==> src/rtl/otp_fuse_reader.sv <==
module otp_fuse_reader #(
  parameter int FUSE_DEPTH = 64,
  parameter logic [31:0] BAD_WORD = 32'hBADA_BADA
) (
  input  logic        clk,
  input  logic        rst_n,
  input  logic        bus_wr,
  input  logic        bus_rd,
  input  logic [7:0]  bus_addr,
  input  logic [31:0] bus_wdata,
  output logic [31:0] bus_rdata,
  output logic        busy,
  output logic        fuse_strobe
);
  localparam int IW = (FUSE_DEPTH > 1) ? $clog2(FUSE_DEPTH) : 1;
  localparam logic [7:0] A_CTRL = 8'h00, A_SET = 8'h04, A_CLR = 8'h08,
                         A_TIME = 8'h10, A_PDAT = 8'h20, A_CMD = 8'h30, A_RDAT = 8'h40;

  typedef enum logic [1:0] {S_IDLE, S_PRE, S_STB, S_POST} st_t;

  function automatic logic [31:0] fuse_pattern(input int i);
    logic [7:0] b;
    b = i[7:0];
    return {8'h5A, b, 8'h00, ~b};
  endfunction

  logic [31:0] fuse_mem [FUSE_DEPTH];
  logic [6:0]  addr_q;
  logic        err_q, reload_q;
  logic [15:0] unlock_q;
  logic [21:0] timing_q;
  logic [31:0] pdat_q, data_q;
  st_t         st_q;
  logic [5:0]  cnt_q, lim;
  logic [3:0]  relax_l;
  logic [5:0]  rstb_l;
  logic [6:0]  fa_q;
  logic [31:0] ctrl_view, ctrl_st, ctrl_nxt;
  logic        cmd_go, cmd_ok, cmd_bad, cap, oor, err_set;

  assign busy        = (st_q != S_IDLE);
  assign fuse_strobe = (st_q == S_STB);
  assign ctrl_view   = {unlock_q, 5'b0, reload_q, err_q, busy, 1'b0, addr_q};
  assign ctrl_st     = {unlock_q, 5'b0, reload_q, err_q, 1'b0, 1'b0, addr_q};

  assign cmd_go  = bus_wr && (bus_addr == A_CMD) && bus_wdata[0];
  assign cmd_ok  = cmd_go && !busy && !err_q;
  assign cmd_bad = cmd_go && (busy || err_q);
  assign lim     = (st_q == S_STB) ? rstb_l : {2'b00, relax_l};
  assign cap     = (st_q == S_POST) && (cnt_q == lim);
  assign oor     = ({25'd0, fa_q} >= FUSE_DEPTH);
  assign err_set = cmd_bad || (cap && oor);

  always_comb begin
    ctrl_nxt = ctrl_st;
    if (bus_wr) begin
      case (bus_addr)
        A_CTRL:  ctrl_nxt = bus_wdata;
        A_SET:   ctrl_nxt = ctrl_st | bus_wdata;
        A_CLR:   ctrl_nxt = ctrl_st & ~bus_wdata;
        default: ctrl_nxt = ctrl_st;
      endcase
    end
    if (err_set) ctrl_nxt[9] = 1'b1;
  end

  always_ff @(posedge clk) begin
    if (!rst_n) begin
      addr_q   <= '0;
      err_q    <= 1'b0;
      reload_q <= 1'b0;
      unlock_q <= '0;
    end else begin
      addr_q   <= ctrl_nxt[6:0];
      err_q    <= ctrl_nxt[9];
      reload_q <= ctrl_nxt[10];
      unlock_q <= ctrl_nxt[31:16];
    end
  end

  always_ff @(posedge clk) begin
    if (!rst_n) begin
      timing_q <= '0;
      pdat_q   <= '0;
    end else if (bus_wr) begin
      if (bus_addr == A_TIME) timing_q <= bus_wdata[21:0];
      if (bus_addr == A_PDAT) pdat_q   <= bus_wdata;
    end
  end

  always_ff @(posedge clk) begin
    if (!rst_n) begin
      for (int i = 0; i < FUSE_DEPTH; i++) fuse_mem[i] <= fuse_pattern(i);
    end
  end

  always_ff @(posedge clk) begin
    if (!rst_n) begin
      st_q    <= S_IDLE;
      cnt_q   <= '0;
      relax_l <= '0;
      rstb_l  <= '0;
      fa_q    <= '0;
    end else if (cmd_ok) begin
      st_q    <= S_PRE;
      cnt_q   <= '0;
      relax_l <= timing_q[15:12];
      rstb_l  <= timing_q[21:16];
      fa_q    <= addr_q;
    end else if (st_q != S_IDLE) begin
      if (cnt_q == lim) begin
        cnt_q <= '0;
        case (st_q)
          S_PRE:   st_q <= S_STB;
          S_STB:   st_q <= S_POST;
          default: st_q <= S_IDLE;
        endcase
      end else begin
        cnt_q <= cnt_q + 6'd1;
      end
    end
  end

  always_ff @(posedge clk) begin
    if (!rst_n) data_q <= '0;
    else if (cmd_bad) data_q <= BAD_WORD;
    else if (cap) data_q <= (err_q || oor) ? BAD_WORD : fuse_mem[fa_q[IW-1:0]];
  end

  always_ff @(posedge clk) begin
    if (!rst_n) bus_rdata <= '0;
    else if (bus_rd) begin
      case (bus_addr)
        A_CTRL, A_SET, A_CLR: bus_rdata <= ctrl_view;
        A_TIME:  bus_rdata <= {10'd0, timing_q};
        A_PDAT:  bus_rdata <= pdat_q;
        A_RDAT:  bus_rdata <= data_q;
        default: bus_rdata <= '0;
      endcase
    end
  end

  a_r5_strobe_inside_busy: assert property (@(posedge clk) disable iff (!rst_n)
    fuse_strobe |-> busy);
  a_r5_cmd_starts: assert property (@(posedge clk) disable iff (!rst_n)
    (cmd_go && !busy && !err_q) |=> busy);
  a_r9_bad_cmd_err: assert property (@(posedge clk) disable iff (!rst_n)
    (cmd_go && (busy || err_q)) |=> err_q);
  a_r2_busy_only_by_cmd: assert property (@(posedge clk) disable iff (!rst_n)
    $rose(busy) |-> $past(cmd_go));
  a_r8_poison_on_err: assert property (@(posedge clk) disable iff (!rst_n)
    ($fell(busy) && $past(err_q)) |-> (data_q == BAD_WORD));
  a_r5_count_bound: assert property (@(posedge clk) disable iff (!rst_n)
    busy |-> (cnt_q <= lim));
endmodule

==> config.mk <==
export PLATFORM = sky130hd
export DESIGN_NAME = otp_fuse_reader
export DESIGN_NICKNAME = d
export VERILOG_FILES = /design/src/rtl/otp_fuse_reader.sv
export SDC_FILE = /design/constraint.sdc
export NUM_CORES = 1
export LEC_CHECK = 0
export ABC_AREA = 1
export BUFFER_PORTS_ARGS = -buffer_cell sky130_fd_sc_hd__buf_2
export CAP_MARGIN = 20
export CORE_MARGIN = 3
export CORE_UTILIZATION = 30
export DETAILED_ROUTE_END_ITERATION = 8
export GPL_TIMING_DRIVEN = 0
export PLACE_DENSITY = 0.54
export SKIP_LAST_GASP = 1
export SLEW_MARGIN = 20
export SYNTH_ARGS = -nofsm -noshare
export SYNTH_HDL_FRONTEND = slang
export SYNTH_SLANG_ARGS = --single-unit
==> constraint.sdc <==
create_clock -name clk -period 2.05 [get_ports clk]
set_clock_uncertainty 0.15 [all_clocks]
set_input_delay 0.205 -clock clk [delete_from_list [all_inputs] [get_ports clk]]
set_output_delay 0.205 -clock clk [all_outputs]
set_load 0.01 [all_outputs]
==> results.ini <==
[synthesis]
synth_compound_area_frac=0.158
ys_seq_elements=157
yosysWarnings=0
netlist_instances=976
synth_area_per_cell_um2=6.98
synth_area_um2=6810
yosysSeqAreaShare=0.461
synth_xor_area_frac=0.00386
synth_top_family_by_area=simple AND/OR/NAND/NOR gates
synth-simple-area-share=0.286
syn-num-nets=1025
synth_mux_area_frac=0
synth_flop_cell=dfxtp_1
synth_edf_count=0
synth_fa_ha_area_frac=0.00918
async_reset_ff_frac=0
synth_cell_types=32

[clocking]
cts.path.max_buffers=2
clkSlewWorstSetupHoldPaths_ns=0.06
cts.sinks=157
cts_tree=built
numCtsBuffers=17
h-tree-depth=4
clkLatencyLatePin_ns=0.43
root_buffer=clkbuf_16

[worst_setup_path]
r2r_cells=15
crit_type=reg -> reg
crit_top_cell=nand2_2
r2r_setup_slack_ns=0.09
critPathLaunch=st_q[0]$_SDFFE_PN0P_
cp_max_fo=5
worstPathArrival_ns=2.17
crit_chain=inv_4, ha_4, buf_6, inv_4, nand2_2, nand2_1, nand2_1, nand2_2, nand2_2, nor2_4, nand3_4, buf_6, nand2_2, nand2_2, a21oi_2
start_kind=register
critPathMaxStageDelay_ns=0.36
crit_path_end_kind=register
endpoint=data_q[4]$_SDFFE_PN0P_
r2r-start=st_q[0]$_SDFFE_PN0P_
reg2reg_to=data_q[4]$_SDFFE_PN0P_
crit_slowest_cell=dfxtp_4
cp_data_required_time_ns=2.26

[flow_run]
maxCapViolCount=0

[final_layout]
fin_util=0.391
multi_input_area_um2=3230
n_antenna_cell=0
syn_to_final_growth_pct=26.9
regArea_um2=3150
drive_gt1_frac=0.167
final_net_count=1157
fillCellCount=2385

[route]
avgViaCountPerCell=4.81
detailroute.via_count=6739
ant_nets=0
finalWirelength_um=23200
wl_per_cell_um=16.5
first_pass_iters=6
drt_iter0_markers=437
drc_errors=0

[timing]
setup_viol=0
hold_viol_final=0
max_freq_mhz=510
worstMarginPinSlew_ns=0.764
fin_crit_sh=0.956
finalMaxSlewViolations=0
period_needed_ns=1.96
slew_headroom=0.491
rsz0062_at_grt=yes

[global_routing]
grt_pass1_wl_um=36000
first_global_vias=6418
grt_overflow=0
antenna_found_initial=0
grt_start_max_net_pins=17
grt_usage=0.189

[floorplanning]
die_y_um=157
rows=54
floorplan.initialDensity=0.308
dieWidth_um=157
pin_count=78
fp.coreArea_um2=22100
die_area_um2=24600

[outcome]
status=completed

[power_and_ir_drop]
power_mw=6.70
ir_worst_vdd_uv=481
p_leak_nw=3.57
power_density_nw_per_um2=775

[min_path]
hold_path.class=in -> reg

[placement]
place_hpwl_um=17000
gp_congestion=0.859
portBuffers=75

-- cells in the mapped netlist (all sizes together), types with 3 or more instances --
| master | count | share of area |
|---|---|---|
| a21oi | 98 | 0.072 |
| nand4 | 12 | 0.011 |
| o21ai | 102 | 0.075 |
| buf | 22 | 0.019 |
| clkbuf | 30 | 0.017 |
| nand3 | 67 | 0.051 |
| o211ai | 5 | 0.0055 |
| dfxtp | 157 | 0.46 |
| inv | 82 | 0.045 |
| ha | 5 | 0.0092 |
| nor2 | 145 | 0.083 |
| nand2 | 236 | 0.13 |
| xor2 | 3 | 0.0039 |
| nor3 | 6 | 0.0084 |
-- sequential cells by signal, indices dropped and copies added, names as in the netlist, named ones only --
signal,flops
addr_q,7
bus_rdata,32
cnt_q,6
data_q,15
err_q,1
fa_q,7
pdat_q,32
relax_l,4
reload_q,1
rstb_l,6
st_q,2
timing_q,22
unlock_q,16
-- final cells by class --
type / instances / area share
tap: 280 / 0.0405
timing repair buffer: 113 / 0.0851
multi-input combinational: 683 / 0.373
clock buffer: 20 / 0.0528
clock inverter: 12 / 0.0182
sequential: 157 / 0.364
inverter: 84 / 0.0375
buffer: 52 / 0.0291
-- worst min path at each step --
| stage | cells after the start | start | to | slack [ns] |
|---|---|---|---|---|
| 5_1_grt | 3 | rst_n | st_q[1]$_SDFFE_PP0P_ | 0.09 |
| 3_5_place_dp | 2 | relax_l[0]$_SDFFE_PN0P_ | relax_l[0]$_SDFFE_PN0P_ | 0.29 |
| 4_1_cts | 3 | rst_n | st_q[1]$_SDFFE_PP0P_ | 0.06 |
| 2_1_floorplan | 2 | bus_wdata[0] | timing_q[0]$_SDFFE_PN0P_ | 0.19 |
| 6_report | 3 | rst_n | st_q[1]$_SDFFE_PP0P_ | 0.06 |
| 3_3_place_gp | 2 | fa_q[2]$_SDFFE_PN0P_ | register | 0.28 |
-- cells by family after synthesis --
family                   after synthesis
AO/OA/AOI/OAI                        208
XOR/XNOR                               3
adder cells (fa/ha/maj)                5
buffers and inverters                136
flip-flops                           157
AND/OR/NAND/NOR                      467
-- metrics by stage --
| step | hold WS (ns) | TNS, ns | cells | worst slack (ns) | area [um2] |
|---|---|---|---|---|---|
| floorplan | 0.190 | 0 | 976 | 0.0298 | 6810 |
| global placement | 0.281 | -29.71 | 1331 | -0.510 | 7540 |
| detailed placement | 0.289 | -31.62 | 1331 | -0.521 | 7540 |
| CTS | 0.0553 | -0.00150 | 1400 | -0.00150 | 8550 |
| global route | 0.0871 | -0.193 | 1401 | -0.0453 | 8650 |
| finish | 0.0582 | 0 | 1401 | 0.0905 | 8650 |
-- timing repair --
action	in CTS	in global routing
setup endpoints to repair	48	46
hold buffers	32	0
pin swaps	2	9
hold endpoints to repair	78	0
resized for setup	14	34
setup buffers	4	0
gates cloned	1	1
-- worst max-delay path: cells and delay by family (launching register included) --
kind / cells / cell delay, ns
and+or+nand+nor: 9 / 0.69
adders and majority gates: 1 / 0.16
DFF: 1 / 0.36
AOI/OAI and AO/OA: 1 / 0.12
buffers and inverters: 4 / 0.41
-- per-layer routing --
layer	part of all wire	up-vias	track usage	routed length, um
met3	0.052	33	0.0354	1200
met1	0.47	3120	0.257	10900
met2	0.46	179	0.304	10700
met5	0	-	0	0
met4	0.017	0	0.0609	405
li1	-	3407	-	-
-- cell usage in the layout, fill, tap and decap left out, types with 3 or more instances in the layout --
master / n
ha_1: 3
inv_6: 4
nand2_2: 17
buf_6: 4
a21oi_1: 91
clkbuf_2: 5
inv_2: 7
bufinv_16: 3
a21oi_2: 7
buf_2: 90
xor2_1: 3
nor2_4: 6
nor3_1: 3
nand3_1: 64
nand4_1: 12
dfxtp_1: 155
nor2_1: 139
inv_1: 73
o21ai_0: 94
clkbuf_1: 26
dlygate4sd3_1: 32
nand2_1: 218
clkinvlp_4: 4
o21ai_1: 8
o211ai_1: 5
buf_1: 4
clkbuf_16: 17
buf_4: 5
-- report_power, final --
| group | total (mW) | switching, mW | internal (mW) |
|---|---|---|---|
| Clock | 3.34 | 1.35 | 1.99 |
| Combinational | 0.309 | 0.202 | 0.107 |
| Sequential | 3.05 | 0.00254 | 3.05 |
| Total | 6.70 | 1.55 | 5.15 |
(Power assumes the default switching activity.)
